==> config.mk <==
export PLATFORM = sky130hd
export DESIGN_NAME = iq_issue_select
export DESIGN_NICKNAME = d
export VERILOG_FILES = /design/src/rtl/iq_sel_pkg.sv /design/src/rtl/iq_class_fifo.sv /design/src/rtl/iq_unit_timer.sv /design/src/rtl/iq_age_pick.sv /design/src/rtl/iq_issue_select.sv
export SDC_FILE = /design/constraint.sdc
export NUM_CORES = 1
export LEC_CHECK = 0
export BUFFER_PORTS_ARGS = -buffer_cell sky130_fd_sc_hd__clkbuf_2
export CORE_MARGIN = 2
export CORE_UTILIZATION = 45
export CTS_BUF_LIST = sky130_fd_sc_hd__clkbuf_4 sky130_fd_sc_hd__clkbuf_8
export DETAILED_ROUTE_END_ITERATION = 8
export PLACE_DENSITY_LB_ADDON = 0.2
export SLEW_MARGIN = 5
export SYNTH_ARGS = -nofsm -noshare
export SYNTH_HDL_FRONTEND = slang
export SYNTH_SLANG_ARGS = --single-unit
export TNS_END_PERCENT = 30
==> constraint.sdc <==
create_clock -name clk_i -period 7 [get_ports clk_i]
set_input_delay 1.05 -clock clk_i [delete_from_list [all_inputs] [get_ports clk_i]]
set_output_delay 1.05 -clock clk_i [all_outputs]
set_load 0.05 [all_outputs]
==> src/rtl/iq_sel_pkg.sv <==
package iq_sel_pkg;
  localparam int SEQ_W = 16;
  localparam int LAT_W = 4;
  typedef logic [SEQ_W-1:0] seq_t;

  // a wins over b: smaller sequence, ties to lower class index
  function automatic logic beats(seq_t a, int unsigned ia, seq_t b, int unsigned ib);
    return (a < b) || ((a == b) && (ia < ib));
  endfunction
endpackage

==> src/rtl/iq_class_fifo.sv <==
module iq_class_fifo import iq_sel_pkg::*; #(
  parameter int DEPTH = 4
) (
  input  logic clk_i,
  input  logic rst_ni,
  input  logic push_i,
  input  seq_t push_seq_i,
  input  logic pop_i,
  input  logic squash_i,
  input  seq_t squash_seq_i,
  output logic head_valid_o,
  output seq_t head_seq_o,
  output logic head_dead_o,
  output logic full_o
);
  localparam int PTR_W = (DEPTH > 1) ? $clog2(DEPTH) : 1;
  localparam int CNT_W = $clog2(DEPTH + 1);

  seq_t             seq_q [DEPTH];
  logic [DEPTH-1:0] dead_q;
  logic [PTR_W-1:0] wr_q, rd_q;
  logic [CNT_W-1:0] cnt_q;
  logic             push_ok, pop_ok;

  assign full_o       = (cnt_q == CNT_W'(DEPTH));
  assign head_valid_o = (cnt_q != '0);
  assign head_seq_o   = seq_q[rd_q];
  assign head_dead_o  = dead_q[rd_q];
  assign push_ok      = push_i && !full_o;
  assign pop_ok       = pop_i && head_valid_o;

  always_ff @(posedge clk_i or negedge rst_ni) begin
    if (!rst_ni) begin
      wr_q   <= '0;
      rd_q   <= '0;
      cnt_q  <= '0;
      dead_q <= '0;
      for (int i = 0; i < DEPTH; i++) seq_q[i] <= '0;
    end else begin
      for (int i = 0; i < DEPTH; i++) begin
        if (push_ok && (wr_q == PTR_W'(i))) begin
          seq_q[i]  <= push_seq_i;
          dead_q[i] <= squash_i && (push_seq_i > squash_seq_i);
        end else if (squash_i && (seq_q[i] > squash_seq_i)) begin
          dead_q[i] <= 1'b1;
        end
      end
      if (push_ok) wr_q <= wr_q + PTR_W'(1);
      if (pop_ok)  rd_q <= rd_q + PTR_W'(1);
      case ({push_ok, pop_ok})
        2'b10:   cnt_q <= cnt_q + CNT_W'(1);
        2'b01:   cnt_q <= cnt_q - CNT_W'(1);
        default: cnt_q <= cnt_q;
      endcase
    end
  end

  assert_pop_nonempty_R3: assert property (@(posedge clk_i) disable iff (!rst_ni)
    pop_i |-> (cnt_q != '0));
  assert_count_bound_R8: assert property (@(posedge clk_i) disable iff (!rst_ni)
    cnt_q <= CNT_W'(DEPTH));
endmodule

==> src/rtl/iq_unit_timer.sv <==
module iq_unit_timer import iq_sel_pkg::*; #(
  parameter int LAT = 1
) (
  input  logic clk_i,
  input  logic rst_ni,
  input  logic issue_i,
  input  seq_t issue_seq_i,
  output logic busy_o,
  output logic deliver_o,
  output seq_t deliver_seq_o
);
  localparam int CNT_W = $clog2(LAT + 1);

  logic [CNT_W-1:0] cnt_q;
  seq_t             seq_q;

  assign busy_o        = (cnt_q != '0);
  assign deliver_o     = (cnt_q == CNT_W'(1));
  assign deliver_seq_o = seq_q;

  always_ff @(posedge clk_i or negedge rst_ni) begin
    if (!rst_ni) begin
      cnt_q <= '0;
      seq_q <= '0;
    end else if (issue_i) begin
      cnt_q <= CNT_W'(LAT - 1);
      seq_q <= issue_seq_i;
    end else if (cnt_q != '0) begin
      cnt_q <= cnt_q - CNT_W'(1);
    end
  end

  assert_free_at_issue_R4: assert property (@(posedge clk_i) disable iff (!rst_ni)
    issue_i |-> (cnt_q == '0));
  assert_reserve_R6: assert property (@(posedge clk_i) disable iff (!rst_ni)
    issue_i |=> (cnt_q == CNT_W'(LAT - 1)) && (seq_q == $past(issue_seq_i)));
endmodule

==> src/rtl/iq_age_pick.sv <==
module iq_age_pick import iq_sel_pkg::*; #(
  parameter int NCLS  = 4,
  parameter int WIDTH = 2
) (
  input  logic                             clk_i,
  input  logic                             rst_ni,
  input  logic [NCLS-1:0]                  cand_i,
  input  logic [NCLS-1:0][SEQ_W-1:0]       seq_i,
  output logic [NCLS-1:0]                  grant_o,
  output logic [WIDTH-1:0]                 slot_valid_o,
  output logic [WIDTH-1:0][SEQ_W-1:0]      slot_seq_o,
  output logic [WIDTH-1:0][((NCLS>1)?$clog2(NCLS):1)-1:0] slot_cls_o
);
  localparam int CLS_W  = (NCLS > 1) ? $clog2(NCLS) : 1;
  localparam int RANK_W = $clog2(NCLS + 1);

  logic [NCLS-1:0][RANK_W-1:0] rank;

  // rank = number of eligible classes that beat this one
  always_comb begin
    for (int c = 0; c < NCLS; c++) begin
      rank[c] = '0;
      for (int d = 0; d < NCLS; d++)
        if (d != c && cand_i[d] && beats(seq_i[d], d, seq_i[c], c))
          rank[c] = rank[c] + RANK_W'(1);
      grant_o[c] = cand_i[c] && (rank[c] < RANK_W'(WIDTH));
    end
  end

  always_comb begin
    for (int s = 0; s < WIDTH; s++) begin
      slot_valid_o[s] = 1'b0;
      slot_seq_o[s]   = '0;
      slot_cls_o[s]   = '0;
      for (int c = 0; c < NCLS; c++)
        if (grant_o[c] && rank[c] == RANK_W'(s)) begin
          slot_valid_o[s] = 1'b1;
          slot_seq_o[s]   = seq_i[c];
          slot_cls_o[s]   = CLS_W'(c);
        end
    end
  end

  assert_width_R2: assert property (@(posedge clk_i) disable iff (!rst_ni)
    $countones(grant_o) <= WIDTH);
  assert_slots_match_R2: assert property (@(posedge clk_i) disable iff (!rst_ni)
    $countones(slot_valid_o) == $countones(grant_o));

  for (genvar s = 1; s < WIDTH; s++) begin : g_order
    assert_order_R1: assert property (@(posedge clk_i) disable iff (!rst_ni)
      slot_valid_o[s] |-> slot_valid_o[s-1] && (slot_seq_o[s-1] <= slot_seq_o[s]));
  end
endmodule

==> src/rtl/iq_issue_select.sv <==
module iq_issue_select import iq_sel_pkg::*; #(
  parameter int                      NCLS    = 4,
  parameter int                      DEPTH   = 4,
  parameter int                      WIDTH   = 2,
  parameter logic [NCLS*LAT_W-1:0]   LAT_VEC = {4'd4, 4'd2, 4'd1, 4'd1},
  parameter int                      CLS_W   = (NCLS > 1) ? $clog2(NCLS) : 1
) (
  input  logic                      clk_i,
  input  logic                      rst_ni,
  input  logic [NCLS-1:0]           push_valid_i,
  input  logic [NCLS*SEQ_W-1:0]     push_seq_i,
  output logic [NCLS-1:0]           full_o,
  input  logic                      squash_i,
  input  logic [SEQ_W-1:0]          squash_seq_i,
  output logic [WIDTH-1:0]          slot_valid_o,
  output logic [WIDTH*SEQ_W-1:0]    slot_seq_o,
  output logic [WIDTH*CLS_W-1:0]    slot_cls_o,
  output logic [NCLS-1:0]           unit_busy_o,
  output logic [NCLS-1:0]           deliver_valid_o,
  output logic [NCLS*SEQ_W-1:0]     deliver_seq_o,
  output logic                      active_o
);
  logic [NCLS-1:0]             head_valid, head_dead, busy, cand, grant, pop;
  logic [NCLS-1:0][SEQ_W-1:0]  head_seq;
  logic [WIDTH-1:0][SEQ_W-1:0] slot_seq;
  logic [WIDTH-1:0][CLS_W-1:0] slot_cls;

  for (genvar c = 0; c < NCLS; c++) begin : g_cls
    localparam int LAT = int'(LAT_VEC[c*LAT_W +: LAT_W]);

    assign cand[c] = head_valid[c] && !head_dead[c] && !busy[c];
    assign pop[c]  = grant[c] || (head_valid[c] && head_dead[c]);

    iq_class_fifo #(.DEPTH(DEPTH)) u_fifo (
      .clk_i        (clk_i),
      .rst_ni       (rst_ni),
      .push_i       (push_valid_i[c]),
      .push_seq_i   (push_seq_i[c*SEQ_W +: SEQ_W]),
      .pop_i        (pop[c]),
      .squash_i     (squash_i),
      .squash_seq_i (squash_seq_i),
      .head_valid_o (head_valid[c]),
      .head_seq_o   (head_seq[c]),
      .head_dead_o  (head_dead[c]),
      .full_o       (full_o[c])
    );

    iq_unit_timer #(.LAT(LAT)) u_timer (
      .clk_i         (clk_i),
      .rst_ni        (rst_ni),
      .issue_i       (grant[c]),
      .issue_seq_i   (head_seq[c]),
      .busy_o        (busy[c]),
      .deliver_o     (deliver_valid_o[c]),
      .deliver_seq_o (deliver_seq_o[c*SEQ_W +: SEQ_W])
    );

    assert_dead_skipped_R3: assert property (@(posedge clk_i) disable iff (!rst_ni)
      head_dead[c] |-> !grant[c]);
    if (LAT <= 1) begin : g_fast
      assert_never_busy_R5: assert property (@(posedge clk_i) disable iff (!rst_ni)
        !busy[c]);
    end
  end

  iq_age_pick #(.NCLS(NCLS), .WIDTH(WIDTH)) u_pick (
    .clk_i        (clk_i),
    .rst_ni       (rst_ni),
    .cand_i       (cand),
    .seq_i        (head_seq),
    .grant_o      (grant),
    .slot_valid_o (slot_valid_o),
    .slot_seq_o   (slot_seq),
    .slot_cls_o   (slot_cls)
  );

  assign slot_seq_o  = slot_seq;
  assign slot_cls_o  = slot_cls;
  assign unit_busy_o = busy;
  assign active_o    = |slot_valid_o;

  assert_active_R9: assert property (@(posedge clk_i) disable iff (!rst_ni)
    active_o == (grant != '0));
endmodule

; ---- After elaboration in Yosys (flattened, before gate mapping)
; Index checks and enable logic that the tools add are counted.
[op_classes]
shift = 0
n_addsub = 28
n_lt_le_gt_ge = 44
n_mux = 98
n_reduce_logical = 139
div = 0
n_eq_ne = 36
multipliers = 0
n_bitwise = 4
[ops]
columns = cell, n
row1 = $gt 16x16->1, 20
row2 = $mux 16, 16
row3 = $lt 16x16->1, 12
row4 = $bmux 16 s2, 4
row5 = $eq 16x16->1, 6
row6 = $logic_and 1x1->1, 80
row7 = $mux 1, 54
row8 = $reduce_bool 2->1, 23
row9 = $add 3x1->3 const B, 12
row10 = $mux 3, 10
row11 = $eq 2x2->1 const B, 12
row12 = $pmux 3 s2, 4
row13 = $eq 2x1->1 const B, 9
row14 = $add 2x1->2 const B, 8
row15 = $eq 3x1->1 const B, 5
row16 = $reduce_bool 3->1, 5
row17 = $sub 3x1->3 const B, 5
row18 = $eq 3x3->1 const B, 4
row19 = $ge 3x3->1 const B, 4
row20 = $logic_not 1->1, 12
row21 = $logic_not 3->1, 4
row22 = $lt 2x3->1 const B, 4
row23 = $lt 3x2->1 const B, 4
row24 = $mux 2, 6
row25 = 7 further kinds, 26
[totals]
ramBits = 0
input_bits = 87
rom_bits = 0
register_bits = 371
latchBits = 0
mem_count = 0
out_inout_bits = 115

; ---- Logic depth before layout (Yosys ltp)
[depth]
depth_word = 19
ltp_mapped = 22
ltp_nobuf = 21

; ---- Cells and area by module
; Synthesis repeated with hierarchy kept, for this count alone.
[hier_totals]
hier_cells = 2418
area_unflattened_um2 = 27104.7
[modules_own_cells]
columns = mod, cells_per_inst, instances, seq_area_each_um2, area_per_inst_um2
row1 = iq_class_fifo at g_cls[0].u_fifo ..., 433, 2, 1876.8, 5131.2
row2 = iq_class_fifo at g_cls[1].u_fifo, 439, 1, 1876.8, 5133.7
row3 = iq_class_fifo at g_cls[3].u_fifo, 433, 1, 1876.8, 5129.9
row4 = iq_age_pick, 499, 1, 0.0, 3602.2
row5 = iq_unit_timer at g_cls[0].u_timer ..., 37, 2, 400.4, 668.1
row6 = iq_unit_timer at g_cls[3].u_timer, 53, 1, 475.5, 797.0
row7 = iq_unit_timer at g_cls[2].u_timer, 45, 1, 450.4, 757.0
row8 = iq_issue_select, 9, 1, 0.0, 86.3

; ---- Least setup slack after synthesis
; Ideal clock, no wire load.
[synth_path]
path_kind = reg2out
start = register g_cls[3].u_fifo.rd_q[0]
end = output port slot_seq_o[10]
path_slack_ps = 355
path_stages_with_launch = 21
arrival_time_ps = 5595
cell_sequence = dfrtp_1 -> buf_1 -> clkbuf_1 -> mux4_2 -> inv_1 -> ha_1 -> nor2b_1 -> o211ai_1 -> a2111o_1 -> and3_1 -> or2_2 -> nand2_1 -> inv_1 -> fa_1 -> nor3_1 -> nand4b_1 -> clkbuf_1 -> nand2_1 -> clkbuf_1 -> o22ai_1 -> nor2_1
[synth_between]
elab_chain_len = 16
[synth_rtl]
columns = item, line_no
row1 = "start, declared", iq_class_fifo.sv:21  ; logic [PTR_W-1:0] wr_q, rd_q;
row2 = "start signal, assigned", iq_class_fifo.sv:49  ; if (pop_ok) rd_q <= rd_q + PTR_W'(1);
row3 = $not 2->3 (not written as such) (*), iq_class_fifo.sv:27  ; assign head_seq_o = seq_q[rd_q];
row4 = $bmux 16 s2 (*), iq_class_fifo.sv:27
row5 = $mux 16 (not written as such) (*) (2 in a row), iq_class_fifo.sv:27
row6 = via g_cls[3].u_fifo.head_seq_o[1], iq_class_fifo.sv:12  ; output seq_t head_seq_o,
row7 = $lt 16x16->1 / $eq 16x16->1 (equally long branches), iq_sel_pkg.sv:8  ; return (a < b) || ((a == b) && (ia < ib));
row8 = $logic_or 1x1->1, iq_sel_pkg.sv:8
row9 = $logic_and 1x1->1, iq_age_pick.sv:24  ; if (d != c && cand_i[d] && beats(seq_i[d], d, seq_i[c], c))
row10 = $mux 1, iq_age_pick.sv:24
row11 = $add 3x1->3, iq_age_pick.sv:25  ; rank[c] = rank[c] + RANK_W'(1);
row12 = $mux 3, iq_age_pick.sv:24
row13 = $add 3x1->3, iq_age_pick.sv:25
row14 = $mux 3, iq_age_pick.sv:24
row15 = $lt 3x2->1, iq_age_pick.sv:26  ; grant_o[c] = cand_i[c] && (rank[c] < RANK_W'(WIDTH));
row16 = $logic_and 1x1->1, iq_age_pick.sv:26
row17 = $logic_and 1x1->1, iq_age_pick.sv:36  ; if (grant_o[c] && rank[c] == RANK_W'(s)) begin
row18 = $mux 16 (*), iq_age_pick.sv:36
row19 = "end, declared", iq_issue_select.sv:16  ; output logic [WIDTH*SEQ_W-1:0] slot_seq_o,
; Mark *: on every way through the listed nets, which the timed path passes. The rest lies on a longest branch. The select of a mux whose other input is x is not followed.

; ---- Worst setup path after layout
[layout_path]
start = register g_cls[3].u_fifo.rd_q[0]
end = output port slot_seq_o[21]
; Same word-level chain as after synthesis.

==> impl_metrics.json <==
{
  "hp-class": "in2async",
  "cpMaxStageDelayCell": "mux4_2",
  "clockRootBuffer": "clkbuf_8",
  "drt_first_iter_violations": 1796,
  "antenna_found_initial": 1,
  "worst_clock_skew_ps": 41.97,
  "clkTransAtPathRegs_ps": 60,
  "cts.sinks": 369,
  "reg2reg_slack_ps": 1510,
  "arrival_ps": 5830,
  "cts_hold_buffers": 0,
  "crit_required_ps": 5950,
  "grt_util_met1_pct": 42.43,
  "hpwl_mm": 69.04,
  "ys_ff_latch": 369,
  "cts_tree": "done",
  "dieWidth_um": 247.5,
  "setup_tns_ps": 0,
  "dr.pass1.iters": 5,
  "finalNetCount": 3261,
  "start_util_pct": 45.38,
  "core_area_um2": 58800,
  "overflow": 0,
  "cts_buffers": 70,
  "synthTopCellsByCount": "ha_1 (449), dfrtp_1 (369), mux2_2 (260)",
  "ant_nets": 0,
  "dieArea_um2": 61250,
  "yosysMostFrequentCell": "ha_1",
  "period_share_pct": 98.33,
  "die_h_um": 247.5,
  "slew_viol_final": 0,
  "met3_usage_pct": 5.450,
  "worstPathCellList": "buf_12 -> mux4_2 -> inv_1 -> ha_1 -> a21oi_1 -> o21ai_0 -> a22oi_1 -> a31oi_1 -> nand2b_1 -> inv_1 -> ha_1 -> nor2b_1 -> or4b_2 -> nand4_1 -> buf_4 -> nand2b_1 -> buf_4 -> a221oi_1 -> nor2_1 -> clkbuf_4",
  "vias_per_cell": 6.140,
  "grt-busiest-layer": "met2",
  "period_needed_ps": 6883,
  "syn_area_per_cell_um2": 10.87,
  "syn_inst": 2455,
  "fin_util_pct": 52.50,
  "worst_setup_path_start_kind": "register",
  "relSlewSlack_pct": 21.01,
  "synth_top_area_cell": "dfrtp_1",
  "synth.yosys.seq_area_share_pct": 34.61,
  "hold_viol": 0,
  "outcome": "complete, no violations",
  "num_io_pins": 202,
  "grt_usage_pct": 30.46,
  "port_buffers": 197,
  "routed-via-count": 21720,
  "drive_gt1_share_pct": 28.85,
  "routabilityCongestion": 0.9740,
  "end_kind": "primary output",
  "grt_start_max_net_pins": 154,
  "cts_max_level": 3,
  "grt_pass1_vias": 22070,
  "maxCapViolCount": 0,
  "synth_top_area_share_pct": 34.61,
  "synth_edf_count": 0,
  "yosysWarnings": 0,
  "synthFlopType": "dfrtp_1",
  "worst_pin_slew_ps": 1182,
  "max_freq_mhz": 145.3,
  "post_drt_wl_per_cell_um": 26.07,
  "cp_max_fo": 20,
  "setup_violations": 0,
  "synthToLayoutAreaGrowth_pct": 15.71,
  "synth_area_leaders": "dfrtp_1 (35%), ha_1 (21%), mux2_2 (11%), mux4_2 (5.7%), nand2_1 (3.0%)",
  "drc": 0,
  "clk_latency_ps": 680,
  "grtUsageMet2_pct": 46.09,
  "clockBufferDepth": 3,
  "async_reset_ff_share_pct": 100.0,
  "crit_type": "reg2out",
  "slowest_delay_ps": 660,
  "rows": 89,
  "wl_mm": 92.22,
  "yosysUniqueCellTypes": 77,
  "grt_pass1_wl_mm": 139.0,
  "syn_area_um2": 26680
}
==> stage by stage <==
stage / cells / setup WS [ps] / hold WS [ps] / area, um2
floorplan: 2458 / 355.1 / 457.0 / 26690
global placement: 3402 / 448.3 / 470.0 / 29030
detailed placement: 3402 / 461.0 / 470.9 / 29030
CTS: 3522 / -7.697 / 412.4 / 30590
global route: 3536 / -56.64 / 476.4 / 30870
finish: 3538 / 117.1 / 421.2 / 30870
==> registers in the layout, summed over array words and instances, names as in the netlist <==
register	count
g_cls.u_fifo.seq_q	256
g_cls.u_timer.deliver_seq_o	64
g_cls.u_fifo.dead_q	16
g_cls.u_fifo.cnt_q	12
g_cls.u_fifo.rd_q	8
g_cls.u_fifo.wr_q	8
g_cls.u_timer.cnt_q	5
==> routing by layer <==
layer / part of all wire (%) / wire [um]
met2: 44 / 40300
met3: 7.5 / 6890
met5: 0 / 0
met4: 4.6 / 4222
met1: 44 / 40810
==> cells by family (layout without fill, tap and decap cells) <==
kind of cell | count (synthesis) | in the layout | share of synthesized area (%)
adders and majority gates | 457 | 457 | 21.66
muxes | 330 | 330 | 16.74
DFF | 369 | 369 | 34.61
AOI/OAI and AO/OA | 510 | 510 | 12.77
xor gates and xnor gates | 26 | 26 | 0.8535
buffers and inverters | 208 | 513 | 3.273
and+or+nand+nor | 554 | 554 | 10.08
other | 1 | 6 | 0.01406
==> area by class of cell <==
cell class / count / area [um2]
clock inverter: 19 / 185.2
tap: 773 / 967.2
sequential: 369 / 9240
antenna: 2 / 5.005
clock buffer: 99 / 1256
fill: 5244 / 27930
timing repair buffer: 270 / 1956
multi-input combinational: 1881 / 16780
inverter: 125 / 476.7
==> repair_timing <==
| item | CTS | global route |
|---|---|---|
| pin swaps | 0 | 11 |
| setup buffers | 2 | 14 |
| gates resized for setup | 39 | 53 |
| setup endpoints to repair | 34 | 34 |
==> cell usage in the layout, fill, tap and decap left out, drive strengths merged, types with 14 or more instances in the layout <==
cell type / count
nor3: 19
ha: 449
nand2b: 23
nand2: 213
mux4: 67
nor2b: 45
a221oi: 35
buf: 103
nand3: 29
o21ai: 115
o211ai: 15
dfrtp: 369
clkbuf: 266
a21oi: 111
o21a: 49
inv: 125
o22ai: 32
nor2: 95
and2: 14
nand4: 77
mux2: 260
a21o: 72
==> worst paths after layout <==
path / to / depth (start not counted) / startpoint
worst max register to register: g_cls[3].u_fifo.cnt_q[2] / 20 / g_cls[0].u_fifo.rd_q[0]
max in group asynchronous: g_cls[3].u_fifo.seq_q[3] / 2 / rst_ni
worst min-delay path: g_cls[0].u_fifo.seq_q[2] / 1 / rst_ni
min in group clk_i: g_cls[2].u_timer.deliver_seq_o[1] / 2 / g_cls[2].u_timer.deliver_seq_o[1]
worst min register to register: g_cls[2].u_timer.deliver_seq_o[1] / 2 / g_cls[2].u_timer.deliver_seq_o[1]
worst max-delay path: slot_seq_o[21] / 20 / g_cls[3].u_fifo.rd_q[0]
==> critical path: cells and delay by family (launching register included) <==
kind,cells,cell delay (ps)
simple gates,6,1310
compound gates,5,1250
buf+inv,6,1090
mux,1,660
fa+ha+maj,2,430
flops,1,370
Power is left out: the tool's default activity adds up to more than one toggle a clock period on the data nets, which glitch-free logic cannot reach.
